==> src/rtl/ecp_rle_pkg.sv <==
package ecp_rle_pkg;
    typedef enum logic [1:0] {
        ST_IDLE   = 2'd0,
        ST_ARMED  = 2'd1,
        ST_REPEAT = 2'd2
    } rle_state_t;
endpackage

==> src/rtl/ecp_rle_classify.sv <==
module ecp_rle_classify #(
    parameter int DATA_W = 8
) (
    input  logic [DATA_W-1:0] byte_i,
    input  logic              is_data_i,
    output logic              kind_data_o,
    output logic              kind_count_o,
    output logic              kind_bad_o,
    output logic [DATA_W-2:0] count_o
);
    localparam int MSB = DATA_W - 1;

    always_comb begin
        kind_data_o  = is_data_i;
        kind_count_o = !is_data_i && !byte_i[MSB];
        kind_bad_o   = !is_data_i &&  byte_i[MSB];
        count_o      = byte_i[MSB-1:0];
    end
endmodule

==> src/rtl/ecp_rle_repeat.sv <==
module ecp_rle_repeat #(
    parameter int DATA_W = 8,
    parameter int CNT_W  = DATA_W - 1
) (
    input  logic              clk,
    input  logic              rst_n,
    input  logic              load_i,
    input  logic [DATA_W-1:0] load_byte_i,
    input  logic [CNT_W-1:0]  load_cnt_i,
    input  logic              step_i,
    output logic              busy_o,
    output logic              last_o,
    output logic [DATA_W-1:0] byte_o
);
    logic [CNT_W-1:0] remain_q;

    always_ff @(posedge clk) begin
        if (!rst_n) begin
            busy_o   <= 1'b0;
            remain_q <= '0;
            byte_o   <= '0;
        end else if (load_i) begin
            busy_o   <= 1'b1;
            remain_q <= load_cnt_i;
            byte_o   <= load_byte_i;
        end else if (step_i && busy_o) begin
            if (remain_q == '0) begin
                busy_o <= 1'b0;
            end else begin
                remain_q <= remain_q - 1'b1;
            end
        end
    end

    assign last_o = busy_o && (remain_q == '0);

    AST_HOLD_WHILE_STALLED: assert property (@(posedge clk) disable iff (!rst_n)
        (busy_o && !step_i) |=> (busy_o && $stable(byte_o)));
    AST_COPIES_REMAIN: assert property (@(posedge clk) disable iff (!rst_n)
        (busy_o && step_i && !last_o) |=> busy_o);
endmodule

==> src/rtl/ecp_rle_expander.sv <==
module ecp_rle_expander
    import ecp_rle_pkg::*;
#(
    parameter int DATA_W = 8
) (
    input  logic              clk,
    input  logic              rst_n,
    input  logic              in_valid,
    input  logic [DATA_W-1:0] in_data,
    input  logic              in_is_data,
    output logic              in_ready,
    output logic              out_valid,
    output logic [DATA_W-1:0] out_data,
    input  logic              out_ready,
    output logic              cmd_err
);
    localparam int CNT_W = DATA_W - 1;

    rle_state_t       state_q, state_d;
    logic [CNT_W-1:0] held_q;
    logic             kind_data, kind_count, kind_bad;
    logic [CNT_W-1:0] cmd_count;
    logic             acc, fin, rpt_last, rpt_busy, rpt_load;
    logic [CNT_W-1:0] rpt_cnt;

    ecp_rle_classify #(.DATA_W(DATA_W)) u_cls (
        .byte_i       (in_data),
        .is_data_i    (in_is_data),
        .kind_data_o  (kind_data),
        .kind_count_o (kind_count),
        .kind_bad_o   (kind_bad),
        .count_o      (cmd_count)
    );

    ecp_rle_repeat #(.DATA_W(DATA_W), .CNT_W(CNT_W)) u_rpt (
        .clk         (clk),
        .rst_n       (rst_n),
        .load_i      (rpt_load),
        .load_byte_i (in_data),
        .load_cnt_i  (rpt_cnt),
        .step_i      (out_ready),
        .busy_o      (rpt_busy),
        .last_o      (rpt_last),
        .byte_o      (out_data)
    );

    // Output / handshake process
    always_comb begin
        fin       = rpt_last && out_ready;
        in_ready  = (state_q != ST_REPEAT) || fin;
        acc       = in_valid && in_ready;
        rpt_load  = acc && kind_data;
        rpt_cnt   = (state_q == ST_ARMED) ? held_q : '0;
        out_valid = rpt_busy;
    end

    // Next-state process
    always_comb begin
        state_d = state_q;
        unique case (state_q)
            ST_IDLE: begin
                if (acc && kind_data)       state_d = ST_REPEAT;
                else if (acc && kind_count) state_d = ST_ARMED;
            end
            ST_ARMED: begin
                if (acc && kind_data)       state_d = ST_REPEAT;
            end
            ST_REPEAT: begin
                if (fin) begin
                    if (acc && kind_data)       state_d = ST_REPEAT;
                    else if (acc && kind_count) state_d = ST_ARMED;
                    else                        state_d = ST_IDLE;
                end
            end
            default: state_d = ST_IDLE;
        endcase
    end

    // State register process
    always_ff @(posedge clk) begin
        if (!rst_n) begin
            state_q <= ST_IDLE;
            held_q  <= '0;
            cmd_err <= 1'b0;
        end else begin
            state_q <= state_d;
            cmd_err <= acc && kind_bad;
            if (acc && kind_count)     held_q <= cmd_count;
            else if (acc && kind_data) held_q <= '0;
        end
    end

    AST_BAD_CMD_FLAG: assert property (@(posedge clk) disable iff (!rst_n)
        (acc && kind_bad) |=> cmd_err);
    AST_NO_TAKE_WHEN_STALLED: assert property (@(posedge clk) disable iff (!rst_n)
        (out_valid && !out_ready) |-> !in_ready);
    AST_STATE_MATCHES_BUSY: assert property (@(posedge clk) disable iff (!rst_n)
        (state_q == ST_REPEAT) == rpt_busy);
    AST_CMD_SWALLOWED: assert property (@(posedge clk) disable iff (!rst_n)
        (acc && !kind_data && !out_valid) |=> !out_valid);
    AST_PLAIN_ONCE: assert property (@(posedge clk) disable iff (!rst_n)
        (state_q == ST_IDLE && acc && kind_data) |=> (out_valid && rpt_last));
    AST_COUNT_LOADED: assert property (@(posedge clk) disable iff (!rst_n)
        (acc && kind_count) |=> (state_q == ST_ARMED));
    AST_RUN_CLEARS: assert property (@(posedge clk) disable iff (!rst_n)
        (fin && !(acc && kind_data)) |=> !out_valid);
endmodule

==> config.mk <==
export PLATFORM = sky130hd
export DESIGN_NAME = ecp_rle_expander
export DESIGN_NICKNAME = d
export VERILOG_FILES = /design/src/rtl/ecp_rle_pkg.sv /design/src/rtl/ecp_rle_classify.sv /design/src/rtl/ecp_rle_repeat.sv /design/src/rtl/ecp_rle_expander.sv
export SDC_FILE = /design/constraint.sdc
export NUM_CORES = 1
export LEC_CHECK = 0
export BUFFER_PORTS_ARGS = -buffer_cell sky130_fd_sc_hd__buf_4
export CORE_ASPECT_RATIO = 1.75
export CORE_MARGIN = 3
export CORE_UTILIZATION = 49
export CTS_CLUSTER_DIAMETER = 60
export DETAILED_ROUTE_END_ITERATION = 10
export PLACE_DENSITY = 0.81
export RECOVER_POWER = 50
export SYNTH_ARGS = -nofsm -noshare
export SYNTH_HDL_FRONTEND = slang
export SYNTH_SLANG_ARGS = --single-unit
==> constraint.sdc <==
create_clock -name clk -period 2.15 [get_ports clk]
set_clock_uncertainty 0.1 [all_clocks]
set_input_delay 0.215 -clock clk [delete_from_list [all_inputs] [get_ports clk]]
set_output_delay 0.215 -clock clk [all_outputs]
set_load 0.03 [all_outputs]
==> metrics <==
Chip Height=72.8 um; outcome=complete, no violations; unique cell type count in the Yosys netlist=39; Net Count, Synth=145; GRT Util Overall=0.211; WP data required=between 1500 and 2000 ps; R2R Path Start=u_rpt.remain_q[5]$_SDFFE_PN0P_; htree depth=1; number of placed I/O pins=24; Cells after Synth=130; Slew Viols, Final=0; Cells on Worst Hold Path=2; ranking of synthesized cells by area=dfxtp_1 42%, mux2i_1 8.0%, nand2_1 7.5%; drt wl/cell=16.1 um; clock buffer depth=2; clk root buf=clkbuf_8; Port Buffers=23; DP Wirelength=about 2300 um; via count=1121; core area=2360 um2; clock sink count=26; global-route wire length before repair=5140 um; Mean Syn Cell Area=9.62 um2; most instantiated cells after synthesis=26 x dfxtp_1, 25 x nand2_1, 10 x mux2i_1; Vias/cell=approximately 6; final setup TNS=0 ps; share of the synthesized area in the top cell type=0.416; filler instances=199; Pleak=around 0.57 nW; post-synthesis cell area=1250 um2; Worst Hold End=held_q[3]$_SDFFE_PN0P_; WS Path Type=flop to output pin; antenna-violating nets left=0; clk slew on worst S/H paths=roughly 80 ps; WP data arrival=1770 ps; Synth area leader=dfxtp_1; Synth async-reset ratio=0; cell area power density=734 nW/um2; Hold Path Origin=in_data[3]; Rel. slew slack=0.638; DP Worst Slack=181 ps; GP Congestion=between 0.9 and 1; clk_lat worst skew=270 ps; Max Cap Viol=0; count leader, synth=dfxtp_1; ys flop type=dfxtp_1; CP Capture Type=output pin; # DRC=0; die area=3220 um2; EDFF count, synth=0; Register-to-Register Path Depth=5; largest net degree at the start of global routing=21; initial antenna violation count=0; Initial Utilization=0.530; # setup viols final=0; Chip Width=44.2 um; Max Freq=~480 MHz; number of cell rows=23; HP Class=input pin to flop; post-synthesis register bit count=26; CP max FO=9; Yosys Warn Count=0; grt ovf=0; vias in the first global route=around 1200; Inserted Clock Buffers=3; post-synthesis sequential area ratio=0.416; reg2reg end=u_rpt.byte_o[2]$_SDFFE_PN0P_; Setup WS post-layout=60.7 ps; CP Launch Type=flop; Detailed Route WL=2970 um; measured slew at the worst slew-check pin=540 ps; drt pass-1 iters=5; diode count=0; Starting DRT DRC Count=31; RSZ-0062 raised after global routing=no; Max VDD drop=0.582 mV; Final Cycle Share=0.972; Hold Fails Final Rpt=0; reg-to-reg setup timing slack=110 ps; CTS tree=done; Tmin final=2090 ps; final net count=approximately 180; layout cells sized above 1=0.201; area grow syn2layout=20.3%
## cell type report
| cell class | count | area [um2] | area share |
|---|---|---|---|
| multi-input combinational | 95 | 679 | 0.451 |
| inverter | 6 | 27.5 | 0.0183 |
| clock inverter | 1 | 30.0 | 0.0200 |
| clock buffer | 3 | 41.3 | 0.0274 |
| timing repair buffer | 28 | 173 | 0.115 |
| tap | 25 | 31.3 | 0.0208 |
| sequential | 26 | 523 | 0.347 |
## how the worst max path moves through the flow
| stage | start | end | slack (ps) | cells after the start |
|---|---|---|---|---|
| floorplan | u_rpt.remain_q[2]$_SDFFE_PN0P_ | held_q[0]$_SDFFE_PN0P_ | 260 | 5 |
| global placement | u_rpt.remain_q[0]$_SDFFE_PN0P_ | u_rpt.remain_q[1]$_SDFFE_PN0P_ | 230 | 6 |
| detailed placement | u_rpt.remain_q[2]$_SDFFE_PN0P_ | held_q[5]$_SDFFE_PN0P_ | 180 | 5 |
| CTS | u_rpt.remain_q[2]$_SDFFE_PN0P_ | in_ready | 7 | 4 |
| global route | u_rpt.remain_q[5]$_SDFFE_PN0P_ | in_ready | 20 | 4 |
| finish | u_rpt.remain_q[5]$_SDFFE_PN0P_ | in_ready | 60 | 4 |
## sequential cells by signal, indices dropped and copies added, names as in the netlist
register        cells
held_q              7
u_rpt.byte_o        8
u_rpt.busy_o        1
u_rpt.remain_q      7
cmd_err             1
state_q             2
## power breakdown
part           internal, mW  total [mW]  switching [mW]  leakage (nW)
registers             0.502       0.521          0.0185         0.213
logic                0.0738       0.184           0.110         0.321
clock network         0.249       0.400           0.151        0.0357
## metrics by stage
step	instances	hold slack [ps]	util	cell area (um2)	power, mW
after global routing	184	71.8	0.638	1510	1.14
after global placement	178	342	0.621	1470	0.712
after CTS	183	65.9	0.657	1550	1.12
after floorplan	130	243	-	1250	0.650
after detailed placement	178	351	0.621	1470	0.721
final	184	68.3	0.638	1510	1.10
## placed cells by master, fill, tap and decap left out, types with 2 or more instances in the layout
cell	synthesis	routed
nand2_1	25	25
dfxtp_1	26	24
buf_4	0	16
clkbuf_1	3	11
mux2i_1	10	10
a21oi_1	8	8
a22o_1	7	7
a221oi_1	5	7
inv_1	4	4
nor2_1	4	4
clkbuf_8	0	3
nor2b_1	2	2
or3_1	2	2
o21ai_0	2	2
o31a_1	2	2
nand3_1	2	2
a31oi_1	2	2
ha_1	2	2
dfxtp_2	0	2
## layer usage
| metal | GRT usage | part of all wire |
|---|---|---|
| met5 | 0 | 0 |
| met3 | 0.0247 | 0.043 |
| met2 | 0.399 | 0.56 |
| met4 | 0.0973 | 0.020 |
| met1 | 0.217 | 0.38 |
## worst max-delay path, cell delays in order, from the launching register on
cell and delay [ps]:
dfxtp_1 340, or4_4 560, o31a_4 370, clkinv_4 100, buf_6 140
## logic make-up after synthesis
family / after synthesis / synth area share
compound gates: 36 / 0.233
flops: 26 / 0.416
xor+xnor: 1 / 0.00700
mux: 11 / 0.0890
fa+ha+maj: 2 / 0.0200
buf+inv: 9 / 0.0310
simple gates: 45 / 0.204
## what timing repair did
action                                  in CTS  in global routing
hold buffers                                 0                  0
endpoints found under the setup margin       1                  6
pin swaps                                    1                  1
buffers inserted                             1                  1
gates resized for setup                      2                  1
gates cloned                                 0                  0
Note: power is estimated with default switching activity, not from simulation.
